## config.mk

```make
export PLATFORM = sky130hd
export DESIGN_NAME = lsp_core
export DESIGN_NICKNAME = d
export VERILOG_FILES = /design/src/rtl/lsp_pkg.sv /design/src/rtl/lsp_regfile.sv /design/src/rtl/lsp_hazard.sv /design/src/rtl/lsp_alu.sv /design/src/rtl/lsp_core.sv
export SDC_FILE = /design/constraint.sdc
export NUM_CORES = 1
export LEC_CHECK = 0
export ABC_AREA = 1
export BUFFER_PORTS_ARGS = -buffer_cell sky130_fd_sc_hd__buf_2
export CORE_MARGIN = 3
export CORE_UTILIZATION = 58
export DETAILED_ROUTE_END_ITERATION = 8
export PLACE_DENSITY = 0.78
export SLEW_MARGIN = 30
export SYNTH_ARGS = -nofsm -noshare
export SYNTH_HDL_FRONTEND = slang
export SYNTH_HIERARCHICAL = 1
export SYNTH_SLANG_ARGS = --single-unit
```

## constraint.sdc

```tcl
create_clock -name clk_i -period 2.75 [get_ports clk_i]
set_input_delay 0.1375 -clock clk_i [delete_from_list [all_inputs] [get_ports clk_i]]
set_output_delay 0.1375 -clock clk_i [all_outputs]
set_load 0.005 [all_outputs]
```

## src/rtl/lsp_pkg.sv

```systemverilog
package lsp_pkg;
  localparam int unsigned IW = 16;
  localparam int unsigned RW = 3;

  typedef enum logic [3:0] {
    OP_NOP = 4'd0, OP_ADD = 4'd1, OP_SUB = 4'd2, OP_AND = 4'd3,
    OP_OR  = 4'd4, OP_LD  = 4'd5, OP_ST  = 4'd6
  } op_e;

  typedef struct packed {
    op_e           op;
    logic [RW-1:0] rd;
    logic [RW-1:0] rs1;
    logic [RW-1:0] rs2;
    logic [RW-1:0] off;
    logic          wr_rd;
    logic          use_a;
    logic          use_b;
  } dec_t;

  typedef struct packed {
    op_e           op;
    logic          wr;
    logic [RW-1:0] rd;
  } tag_t;

  function automatic dec_t decode(logic [IW-1:0] w);
    dec_t d;
    d.rd    = w[11:9];
    d.rs1   = w[8:6];
    d.rs2   = w[5:3];
    d.off   = w[2:0];
    d.op    = OP_NOP;
    d.wr_rd = 1'b0;
    d.use_a = 1'b0;
    d.use_b = 1'b0;
    case (w[15:12])
      4'd1: begin d.op = OP_ADD; d.wr_rd = 1'b1; d.use_a = 1'b1; d.use_b = 1'b1; end
      4'd2: begin d.op = OP_SUB; d.wr_rd = 1'b1; d.use_a = 1'b1; d.use_b = 1'b1; end
      4'd3: begin d.op = OP_AND; d.wr_rd = 1'b1; d.use_a = 1'b1; d.use_b = 1'b1; end
      4'd4: begin d.op = OP_OR;  d.wr_rd = 1'b1; d.use_a = 1'b1; d.use_b = 1'b1; end
      4'd5: begin d.op = OP_LD;  d.wr_rd = 1'b1; d.use_a = 1'b1; end
      4'd6: begin d.op = OP_ST;  d.use_a = 1'b1; d.use_b = 1'b1; end
      default: ;
    endcase
    return d;
  endfunction
endpackage

```

## src/rtl/lsp_regfile.sv

```systemverilog
module lsp_regfile #(
  parameter int unsigned DATA_W = 16,
  parameter int unsigned NREG   = 8,
  localparam int unsigned AW    = $clog2(NREG)
) (
  input  logic                   clk_i,
  input  logic                   rst_ni,
  input  logic                   wr_en_i,
  input  logic [AW-1:0]          wr_addr_i,
  input  logic [DATA_W-1:0]      wr_data_i,
  input  logic                   rd_en_i,
  input  logic [AW-1:0]          rd_addr_a_i,
  input  logic [AW-1:0]          rd_addr_b_i,
  output logic [DATA_W-1:0]      rd_a_o,
  output logic [DATA_W-1:0]      rd_b_o,
  output logic [NREG*DATA_W-1:0] flat_o
);
  logic [DATA_W-1:0] regs [NREG];

  always_ff @(posedge clk_i or negedge rst_ni) begin
    if (!rst_ni) begin
      for (int i = 0; i < NREG; i++) regs[i] <= '0;
    end else if (wr_en_i) begin
      regs[wr_addr_i] <= wr_data_i;
    end
  end

  // single slot: a write owns the port
  wire rd_grant = rd_en_i && !wr_en_i;
  assign rd_a_o = rd_grant ? regs[rd_addr_a_i] : '0;
  assign rd_b_o = rd_grant ? regs[rd_addr_b_i] : '0;

  for (genvar g = 0; g < NREG; g++) begin : g_flat
    assign flat_o[g*DATA_W +: DATA_W] = regs[g];
  end

  AST_ONE_ACCESS: assert property (@(posedge clk_i) disable iff (!rst_ni)
    !(wr_en_i && rd_en_i));
endmodule

```

## src/rtl/lsp_hazard.sv

```systemverilog
module lsp_hazard import lsp_pkg::*; #(
  parameter int unsigned NPROD = 3
) (
  input  dec_t                     id_i,
  input  logic [NPROD-1:0]         prod_wr_i,
  input  logic [NPROD-1:0][RW-1:0] prod_rd_i,
  input  logic                     wb_busy_i,
  output logic                     stall_o
);
  logic raw;
  always_comb begin
    raw = 1'b0;
    for (int k = 0; k < NPROD; k++) begin
      if (prod_wr_i[k] && ((id_i.use_a && prod_rd_i[k] == id_i.rs1) ||
                           (id_i.use_b && prod_rd_i[k] == id_i.rs2)))
        raw = 1'b1;
    end
  end
  assign stall_o = (id_i.use_a || id_i.use_b) && (raw || wb_busy_i);
endmodule

```

## src/rtl/lsp_alu.sv

```systemverilog
module lsp_alu import lsp_pkg::*; #(
  parameter int unsigned DATA_W = 16
) (
  input  op_e               op_i,
  input  logic [DATA_W-1:0] a_i,
  input  logic [DATA_W-1:0] b_i,
  input  logic [RW-1:0]     off_i,
  output logic [DATA_W-1:0] c_o
);
  always_comb begin
    case (op_i)
      OP_ADD:       c_o = a_i + b_i;
      OP_SUB:       c_o = a_i - b_i;
      OP_AND:       c_o = a_i & b_i;
      OP_OR:        c_o = a_i | b_i;
      OP_LD, OP_ST: c_o = a_i + DATA_W'(off_i);
      default:      c_o = '0;
    endcase
  end
endmodule

```

## src/rtl/lsp_core.sv

```systemverilog
module lsp_core import lsp_pkg::*; #(
  parameter int unsigned DATA_W = 16,
  parameter int unsigned ADDR_W = 8,
  localparam int unsigned NREG  = 1 << RW
) (
  input  logic                   clk_i,
  input  logic                   rst_ni,
  output logic [ADDR_W-1:0]      imem_addr_o,
  input  logic [IW-1:0]          imem_data_i,
  output logic [ADDR_W-1:0]      dmem_addr_o,
  output logic                   dmem_we_o,
  output logic [DATA_W-1:0]      dmem_wdata_o,
  input  logic [DATA_W-1:0]      dmem_rdata_i,
  output logic [NREG*DATA_W-1:0] rf_o
);
  localparam tag_t NOP_TAG = '{op: OP_NOP, wr: 1'b0, rd: '0};

  logic [ADDR_W-1:0] pc;
  logic [IW-1:0]     ir;
  dec_t              id_dec;
  logic              stall, rf_rd_en;
  logic [DATA_W-1:0] rf_a, rf_b;

  tag_t              ex_tag, mem_tag;
  logic [DATA_W-1:0] ex_a, ex_b, alu_c, mem_c, mem_sd, wb_val;
  logic [RW-1:0]     ex_off, wb_rd;
  logic              wb_wr;

  // fetch
  always_ff @(posedge clk_i or negedge rst_ni) begin
    if (!rst_ni) begin
      pc <= '0;
      ir <= '0;
    end else if (!stall) begin
      pc <= pc + 1'b1;
      ir <= imem_data_i;
    end
  end
  assign imem_addr_o = pc;

  // decode / operand fetch
  assign id_dec   = decode(ir);
  assign rf_rd_en = (id_dec.use_a || id_dec.use_b) && !stall;

  lsp_hazard #(.NPROD(3)) u_hazard (
    .id_i      (id_dec),
    .prod_wr_i ({wb_wr, mem_tag.wr, ex_tag.wr}),
    .prod_rd_i ({wb_rd, mem_tag.rd, ex_tag.rd}),
    .wb_busy_i (wb_wr),
    .stall_o   (stall)
  );

  lsp_regfile #(.DATA_W(DATA_W), .NREG(NREG)) u_rf (
    .clk_i       (clk_i),
    .rst_ni      (rst_ni),
    .wr_en_i     (wb_wr),
    .wr_addr_i   (wb_rd),
    .wr_data_i   (wb_val),
    .rd_en_i     (rf_rd_en),
    .rd_addr_a_i (id_dec.rs1),
    .rd_addr_b_i (id_dec.rs2),
    .rd_a_o      (rf_a),
    .rd_b_o      (rf_b),
    .flat_o      (rf_o)
  );

  // execute
  always_ff @(posedge clk_i or negedge rst_ni) begin
    if (!rst_ni) begin
      ex_tag <= NOP_TAG;
      ex_a   <= '0;
      ex_b   <= '0;
      ex_off <= '0;
    end else begin
      ex_tag <= stall ? NOP_TAG : '{op: id_dec.op, wr: id_dec.wr_rd, rd: id_dec.rd};
      ex_a   <= rf_a;
      ex_b   <= rf_b;
      ex_off <= id_dec.off;
    end
  end

  lsp_alu #(.DATA_W(DATA_W)) u_alu (
    .op_i  (ex_tag.op),
    .a_i   (ex_a),
    .b_i   (ex_b),
    .off_i (ex_off),
    .c_o   (alu_c)
  );

  // memory
  always_ff @(posedge clk_i or negedge rst_ni) begin
    if (!rst_ni) begin
      mem_tag <= NOP_TAG;
      mem_c   <= '0;
      mem_sd  <= '0;
    end else begin
      mem_tag <= ex_tag;
      mem_c   <= alu_c;
      mem_sd  <= ex_b;
    end
  end
  assign dmem_addr_o  = mem_c[ADDR_W-1:0];
  assign dmem_we_o    = (mem_tag.op == OP_ST);
  assign dmem_wdata_o = mem_sd;

  // write-back
  always_ff @(posedge clk_i or negedge rst_ni) begin
    if (!rst_ni) begin
      wb_wr  <= 1'b0;
      wb_rd  <= '0;
      wb_val <= '0;
    end else begin
      wb_wr  <= mem_tag.wr;
      wb_rd  <= mem_tag.rd;
      wb_val <= (mem_tag.op == OP_LD) ? dmem_rdata_i : mem_c;
    end
  end

  AST_PC_STEP: assert property (@(posedge clk_i) disable iff (!rst_ni)
    !stall |=> pc == ADDR_W'($past(pc) + 1'b1));
  AST_STALL_HOLD: assert property (@(posedge clk_i) disable iff (!rst_ni)
    stall |=> $stable(pc) && $stable(ir));
  AST_STALL_BUBBLE: assert property (@(posedge clk_i) disable iff (!rst_ni)
    stall |=> ex_tag.op == OP_NOP && !ex_tag.wr);
  AST_RAW_CLEAR: assert property (@(posedge clk_i) disable iff (!rst_ni)
    rf_rd_en |-> !((ex_tag.wr  && ((id_dec.use_a && ex_tag.rd  == id_dec.rs1) || (id_dec.use_b && ex_tag.rd  == id_dec.rs2))) ||
                   (mem_tag.wr && ((id_dec.use_a && mem_tag.rd == id_dec.rs1) || (id_dec.use_b && mem_tag.rd == id_dec.rs2))) ||
                   (wb_wr      && ((id_dec.use_a && wb_rd      == id_dec.rs1) || (id_dec.use_b && wb_rd      == id_dec.rs2)))));
  AST_STORE_ONLY_WE: assert property (@(posedge clk_i) disable iff (!rst_ni)
    dmem_we_o |-> !mem_tag.wr);
endmodule

```

Word level (Yosys, flattened, before mapping)
Cells that the tools add are included.
Widths: inputs -> output; s select.
Storage, ports and cells
  flip-flop bits (word level): 255
  bits of input ports: 34
  word-level logic and storage cells: 102
Operators by class
  $add $sub $neg: 4
  order comparisons: 4
  eq/ne operators: 20
  muxes and demuxes: 21
  bitwise gates (word level): 5
  reduce and logical (&&, ||, !) cells: 24
Operator list (count)
  $bwmux 128: 1
  $mux 16: 8
  $bmux 16 s3: 2
  $pmux 16 s5: 1
  $demux 16 s3: 1
  $eq 4x3->1 const B: 8
  $eq 3x3->1: 6
  $pmux 3 s6: 1
  $add 16x16->16: 1
  $add 16x3->16: 1
  $and 16x16->16: 1
  $eq 4x2->1 const B: 4
  $or 16x16->16: 1
  $sub 16x16->16: 1
  $logic_and 1x1->1: 13
  $ge 4x4->1 const B: 3
  $not 3->4: 3
  $reduce_or 5->1: 2
  $add 8x1->8 const B: 1
  $eq 4x1->1 const B: 2
  $mux 8: 1
  $mux 1: 6
  $reduce_or 6->1: 1
  $logic_or 1x1->1: 5
  other kinds (3): 4

Longest topological paths before layout
Gate-level depths: netlist of the first run.
  depth after elaboration: 15
  gate-level depth with buffers: 23
  depth with buffers taken out: 20

Modules after synthesis
Netlist of the first run, hierarchy kept.
Modules (own cells, without submodules)
  lsp_regfile: instances 1, cells an instance 1168, area an instance 7574.8 um^2, seq. area each 3203.1 um^2
  lsp_core: instances 1, cells an instance 301, area an instance 3981.3 um^2, seq. area each 3128.0 um^2
  lsp_alu: instances 1, cells an instance 331, area an instance 1699.1 um^2, seq. area each 0.0 um^2
  lsp_hazard: instances 1, cells an instance 98, area an instance 367.9 um^2, seq. area each 0.0 um^2

Least setup slack after synthesis of the first run
Ideal clock, no wire load.
  kind: register -> register
  start: reg ir[13]
  end: reg ex_a[0]
  library setup time: 0.071 ns
  arrival time: 2.346 ns
  required time: 2.679 ns
  path slack: 0.333 ns
  cell stages (with the launch flop): 22
  buffers on the path: 4
  path through: dfrtp_1 > o21ai_0 > nand2_1 > nand2_1 > nor2_1 > nand2_1 > nand2_1 > nand2_1 > nand2_1 > nor2_1 > nor2_1 > buf_6 > inv_4 > buf_8 > buf_6 > nand2_1 > inv_1 > inv_1 > nor2_1 > clkbuf_1 > nand2_1 > nor2_1
RTL lines
  start, declared: RTL line lsp_core.sv:19  | logic [IW-1:0] ir;
  start signal, assigned: RTL line lsp_core.sv:36  | ir <= imem_data_i;
  end signal, assigned: RTL line lsp_core.sv:76  | ex_a <= rf_a;
  end, declared: RTL line lsp_core.sv:25  | logic [DATA_W-1:0] ex_a, ex_b, alu_c, mem_c, mem_sd, wb_val;

Worst setup path after layout of the first run
  start: reg ex_tag[6] in the netlist's numbering
  end: reg mem_c[13]
Between the ends
  longest elaborated chain between the ends: 3
Ends and longest elaborated chain
  start, declared: RTL line lsp_core.sv:24  | tag_t ex_tag, mem_tag;
  start signal, assigned: RTL line lsp_core.sv:75  | ex_tag <= stall ? NOP_TAG : '{op: id_dec.op, wr: id_dec.wr_rd, rd: id_dec.rd};
  $eq 4x3->1: RTL line lsp_alu.sv:11  | case (op_i)
  $reduce_or 2->1: RTL line lsp_alu.sv:11
  $pmux 16 s5 (*): RTL line lsp_alu.sv:11
  via alu_c[13]: RTL line lsp_core.sv:25
  end signal, assigned: RTL line lsp_core.sv:98  | mem_c <= alu_c;
  end, declared: RTL line lsp_core.sv:25
The timed path passes the listed nets; every way through them passes the cells marked *.
A chain may end at the register's enable or synchronous reset.

==> results of run 1 <==
## worst max-delay path, stage by stage (launching register included)
cell and delay [ns]:
dfrtp_1 0.41, inv_2 0.09, nand4_1 0.19, nand2_4 0.21
nand3_1 0.12, o21ai_1 0.17, inv_1 0.09, ha_1 0.28
nand3_1 0.07, nand2_1 0.13, inv_1 0.08, o21ai_1 0.25
nand2_1 0.12, nand2_1 0.08, nand2_1 0.05, nand3_1 0.07
nand3_1 0.07
## layer usage
metal | global-route usage (%) | part of all wire, %
met3 | 7.57 | 11
met5 | 0 | 0
met4 | 9.71 | 3.2
met2 | 52.0 | 45
met1 | 48.5 | 41
## worst paths after layout
path	to	slack [ns]	cells past startpoint
worst min-delay path	wb_val[5]	-0.000002	3
min in group asynchronous	wb_val[6]	0.22	2
worst max register to register	mem_c[13]	0.15	16
max in group asynchronous	u_rf/flat_o[45]	1.71	3
worst max-delay path	mem_c[13]	0.15	16
worst min register to register	wb_wr	0.37	0
## report_power, final
part | total, uW | internal [uW] | switching, uW | leakage [uW]
clock network | 3710 | 2200 | 1510 | 0.000446
registers | 6240 | 4970 | 1260 | 0.00341
logic | 9160 | 3160 | 5990 | 0.00502
total | 19100 | 10300 | 8760 | 0.00888
## timing repair
item / CTS / global route
gates resized for setup: 0 / 46
hold buffers: 27 / 0
hold endpoints to repair: 111 / 0
setup buffers: 0 / 9
setup endpoints to repair: 0 / 24
## layout make-up
| type | instances | area [um^2] |
|---|---|---|
| clock inverter | 11 | 120 |
| multi-input combinational | 1312 | 6040 |
| clock buffer | 37 | 793 |
| sequential | 253 | 6330 |
| fill | 1902 | 6580 |
| tap | 313 | 392 |
| inverter | 240 | 906 |
| timing repair buffer | 272 | 1680 |
## registers in the layout, indices dropped and copies added (netlist names)
name	cells
u_rf/flat_o	128
dmem_wdata_o	16
ex_a	16
ex_b	16
ir	16
mem_c	16
wb_val	16
imem_addr_o	8
ex_tag	7
mem_tag	7
ex_off	3
wb_rd	3
wb_wr	1
## metrics by stage
stage          area (um^2)  cells  hold WS, ns  setup TNS (ns)  worst slack (ns)
3_3_place_gp         14900   2354        0.213               0             0.135
3_5_place_dp         14900   2354        0.214               0            0.0479
4_1_cts              16000   2429      0.00838               0            0.0115
5_1_grt              16300   2438      0.00583          -0.167           -0.0693
6_report             16300   2438  -0.00000175               0             0.150
2_1_floorplan        13600   1897       -0.158               0             0.398
==> out/metrics.csv, run 1 <==
stage,metric,value,unit
critical_path,crit path max fanout,8,
hold_path,hold path startpoint,dmem_rdata_i[5],
critical_path,kind of start point of the critical path,flop,
global_routing,global-route wire length before repair,68900,um
clock_tree,"CTS clk-pin slew, worst paths",0.06,ns
final_layout,antenna diode count,0,
outcome,failing checks,negative hold slack,
global_routing,gr ovfl total,0,
die,die extent in y,159,um
routing,DRT Wirelength,43400,um
clock_tree,CTS H-tree lvls,1,
yosys,mapped cell area,0.0136,mm^2
global_routing,initial antenna violation count,0,
clock_tree,Num Clock Sinks,253,
routing,remaining antenna violation count,0,
sta,measured slew at the worst slew-check pin,0.775,ns
sta,post-route clock period utilization,94.5,%
routing,Vias per Instance,5.51,
critical_path,crit path from,ex_tag[6],
sta,RSZ-0062 raised after global routing,true,
die,Initial Utilization,59.6,%
power_and_ir_drop,Leakage,0.00888,uW
yosys,Post-Synthesis Cells,1894,
placed_design,Post-DP HPWL,30600,um
clock_tree,clk_lat worst skew,0.55,ns
yosys,synth warn,6,
placed_design,gpl congestion,0.972,
sta,worst hold slack,-0.00000175,ns
global_routing,vias in the first global route,12500,
routing,Iter 0 DRT Violations,1557,
critical_path,Critical R2R Launch,ex_tag[6],
routing,Via Count,13400,
clock_tree,TritonCTS clock tree,built,
sta,fin crit period,2.60,ns
clock_tree,clock root buffer,clkbuf_16,
final_layout,"commonest non-fill, non-tap cells in the layout","nand2_1, dfrtp_1, inv_1",
routing,drt wl/cell,17.8,um
critical_path,kind of critical path,reg -> reg,
placed_design,# port buffers,194,
routing,DRC violations left,0,
die,total core area,0.0228,mm^2
power_and_ir_drop,VDD IR-drop max,0.872,mV
sta,Fmax,385,MHz
die,placement row count,55,
job,maxcap violations,0,
final_layout,layout cells sized above 1,17.4,%
critical_path,crit path capture type,flop,
final_layout,area delta synth->final,19.6,%
sta,Final Max Slew Viols,0,
final_layout,"Core Util, Final",71.2,%
clock_tree,CTS buffer count,27,
sta,final setup violation count,0,
sta,Clock Skew,0.0118,ns
final_layout,Layout Nets,2159,
die,I/O Pins,195,
critical_path,"Data arrival, critical path",3.03,ns
power_and_ir_drop,overall power,19100,uW
critical_path,WP data required,3.18,ns
sta,Slew HR,48.3,%
hold_path,Hold Path Class,in -> reg,
die,Die W,159,um
sta,"Hold Violations, Final",1,
outcome,status,"finished, violations left",
die,Die Footprint,0.0253,mm^2
global_routing,gr usage total,33.8,%
final_layout,"most common cell after layout, fill and taps aside",nand2_1,
global_routing,largest net degree at the start of global routing,93,
power_and_ir_drop,pwr dens,1170,mW/mm^2
clock_tree,Clock Path Buffers,3,
routing,1st-pass router iterations,5,
yosys,post-synthesis average cell area,7.18,um^2
Power figures use the tool's default switching activity.
==> run 2, diff against run 1 <==
--- a/config.mk
+++ b/config.mk
@@ -5,12 +5,12 @@
 export SDC_FILE = /design/constraint.sdc
 export NUM_CORES = 1
 export LEC_CHECK = 0
-export ABC_AREA = 1
+export ABC_AREA = 0
 export BUFFER_PORTS_ARGS = -buffer_cell sky130_fd_sc_hd__buf_2
 export CORE_MARGIN = 3
-export CORE_UTILIZATION = 58
+export CORE_UTILIZATION = 57
 export DETAILED_ROUTE_END_ITERATION = 8
-export PLACE_DENSITY = 0.78
+export PLACE_DENSITY_LB_ADDON = 0.08
 export SLEW_MARGIN = 30
 export SYNTH_ARGS = -nofsm -noshare
 export SYNTH_HDL_FRONTEND = slang
==> run 2 against run 1 <==
  * The flow finishes with violations (negative setup slack)
  * Die area shrank 5.4%
  * Clock power up 5.9%
  * Utilization increased by 6.8 points
  * Fmax decreased by 12%
  * Largest cell class is now multi-input combinational cells
==> out/metrics.csv, run 2 <==
stage,metric,value,unit
outcome,status,"finished, violations left",
outcome,failing checks,negative setup slack,
sta,Fmax,337,MHz
critical_path,Critical R2R Launch,ir[14],
clock_tree,Clock Path Buffers,3,
sta,"Hold Violations, Final",0,
job,maxcap violations,0,
clock_tree,"CTS clk-pin slew, worst paths",0.06,ns
sta,final setup margin,-0.217,ns
routing,Iter 0 DRT Violations,711,
sta,RSZ-0062 raised after global routing,true,
critical_path,crit path max fanout,8,
routing,Via Count,9805,
critical_path,kind of start point of the critical path,flop,
critical_path,R2R cell count,12,
power_and_ir_drop,Psw,4520,uW
clock_tree,CTS H-tree lvls,1,
placed_design,gpl congestion,0.917,
die,die extent in y,155,um
global_routing,gr ovfl total,0,
routing,drt wl/cell,23.6,um
global_routing,gr usage total,31.7,%
die,placement row count,53,
global_routing,initial antenna violation count,0,
clock_tree,Num Clock Sinks,253,
clock_tree,TritonCTS clock tree,built,
routing,1st-pass router iterations,5,
sta,measured slew at the worst slew-check pin,0.876,ns
sta,final setup violation count,42,
final_layout,Final Non-Filler Cells,1639,
placed_design,post-place setup slack,-0.324,ns
yosys,mapped cell area,0.0126,mm^2
clock_tree,clk_lat worst skew,0.55,ns
critical_path,reg2reg setup slack,-0.22,ns
routing,DRC violations left,0,
sta,Slew HR,41.6,%
routing,DRT Wirelength,38600,um
power_and_ir_drop,pwr dens,802,mW/mm^2
die,Die W,155,um
die,Initial Utilization,59.0,%
placed_design,Post-DP HPWL,26000,um
sta,fin crit period,2.97,ns
die,total core area,0.0214,mm^2
final_layout,"most common cell after layout, fill and taps aside",dfrtp_1,
final_layout,antenna diode count,0,
critical_path,kind of critical path,reg -> reg,
critical_path,"Data arrival, critical path",3.43,ns
yosys,post-synthesis average cell area,12.5,um^2
critical_path,crit path capture type,flop,
sta,post-route clock period utilization,108,%
power_and_ir_drop,VDD IR-drop max,0.628,mV
hold_path,Hold Path Class,in -> async,
routing,Vias per Instance,5.98,
power_and_ir_drop,Sw Share,33.7,%
final_layout,Layout Nets,1396,
power_and_ir_drop,clock power share,29.3,%
critical_path,WP data required,3.22,ns
final_layout,area delta synth->final,32.4,%
critical_path,reg-to-reg endpoint,ex_a[14],
die,Die Footprint,0.0240,mm^2
power_and_ir_drop,Pint,8890,uW
placed_design,# port buffers,194,
die,I/O Pins,195,
placed_design,placed cell count,1529,
clock_tree,CTS buffer count,27,
power_and_ir_drop,Seq pwr share,35.6,%
global_routing,global-route wire length before repair,59200,um
power_and_ir_drop,Logic pwr share,35.1,%
global_routing,largest net degree at the start of global routing,79,
clock_tree,clock root buffer,clkbuf_16,
sta,Clock Skew,0.0132,ns
final_layout,"commonest non-fill, non-tap cells in the layout","dfrtp_1, buf_2, mux2_2",
yosys,synth warn,6,
yosys,Post-Synthesis Cells,1011,
global_routing,vias in the first global route,9860,
routing,remaining antenna violation count,0,
sta,Final Max Slew Viols,0,
final_layout,Largest register FFs,128,
power_and_ir_drop,Leakage,0.00863,uW
final_layout,layout cells sized above 1,48.9,%
-- run 2: critical path, cell delays in order (launching register included) --
cell	delay [ns]
dfrtp_2	0.41
nor3_2	0.16
or2_4	0.17
a31oi_4	0.04
nand2_1	0.07
nor4_1	0.04
o32a_1	0.33
a211o_1	0.27
a311oi_2	0.23
buf_4	0.21
or4b_4	0.61
o22ai_2	0.16
or2_1	0.17
-- run 2: power by group through the flow --
stage / logic (uW) / clock network [uW] / registers [uW]
2_1_floorplan: 2770 / 0 / 4790
3_3_place_gp: 4120 / 0 / 4800
3_5_place_dp: 4130 / 0 / 4820
4_1_cts: 4540 / 3980 / 4770
5_1_grt: 4960 / 4140 / 4850
6_report: 4710 / 3930 / 4780
-- run 2: final cells by class --
type | count | area, um^2
inverter | 11 | 41.3
multi-input combinational | 689 | 6600
tap | 275 | 344
clock buffer | 41 | 818
timing repair buffer | 361 | 2410
sequential | 253 | 6350
clock inverter | 9 | 160
fill | 1399 | 4700
-- run 2: metal layers --
layer | vias to the layer above | global-route usage [%] | wire length (um)
met1 | 4972 | 47.0 | 17100
met5 | - | 0 | 0
met2 | 396 | 48.8 | 17900
met4 | 0 | 7.57 | 912
met3 | 61 | 5.88 | 2730
li1 | 4376 | - | -
-- run 2: how the worst max path moves through the flow --
stage / from / endpoint / slack [ns] / depth (start not counted)
after global routing: ex_tag[4] / mem_c[13] / -0.35 / 11
after detailed placement: ex_b[2] / mem_c[10] / -0.32 / 12
final: ir[14] / ex_a[14] / -0.22 / 12
after global placement: ex_b[2] / mem_c[10] / -0.34 / 12
after floorplan: ir[14] / ex_a[4] / -0.32 / 16
after CTS: ex_tag[4] / mem_c[10] / -0.18 / 12
-- run 2: metrics by stage --
| stage | utilization, % | cell area [um^2] | TNS [ns] | hold WS, ns | power [uW] |
|---|---|---|---|---|---|
| global placement | 67.9 | 14500 | -2.42 | 0.135 | 8920 |
| global route | 78.1 | 16700 | -9.23 | 0.190 | 14000 |
| detailed placement | 67.9 | 14600 | -5.82 | 0.136 | 8950 |
| finish | 78.1 | 16700 | -4.81 | 0.139 | 13400 |
| CTS | 76.7 | 16400 | -3.30 | 0.160 | 13300 |
| floorplan | - | 12800 | -8.90 | -0.158 | 7550 |
-- run 2: repair_timing --
action                     in CTS  in global routing
hold buffers                   33                  0
setup endpoints to repair      42                 44
buffers inserted               16                  8
pin swaps                      31                 43
cloned                          4                  0
hold endpoints to repair      100                  0
gates resized for setup        83                 52
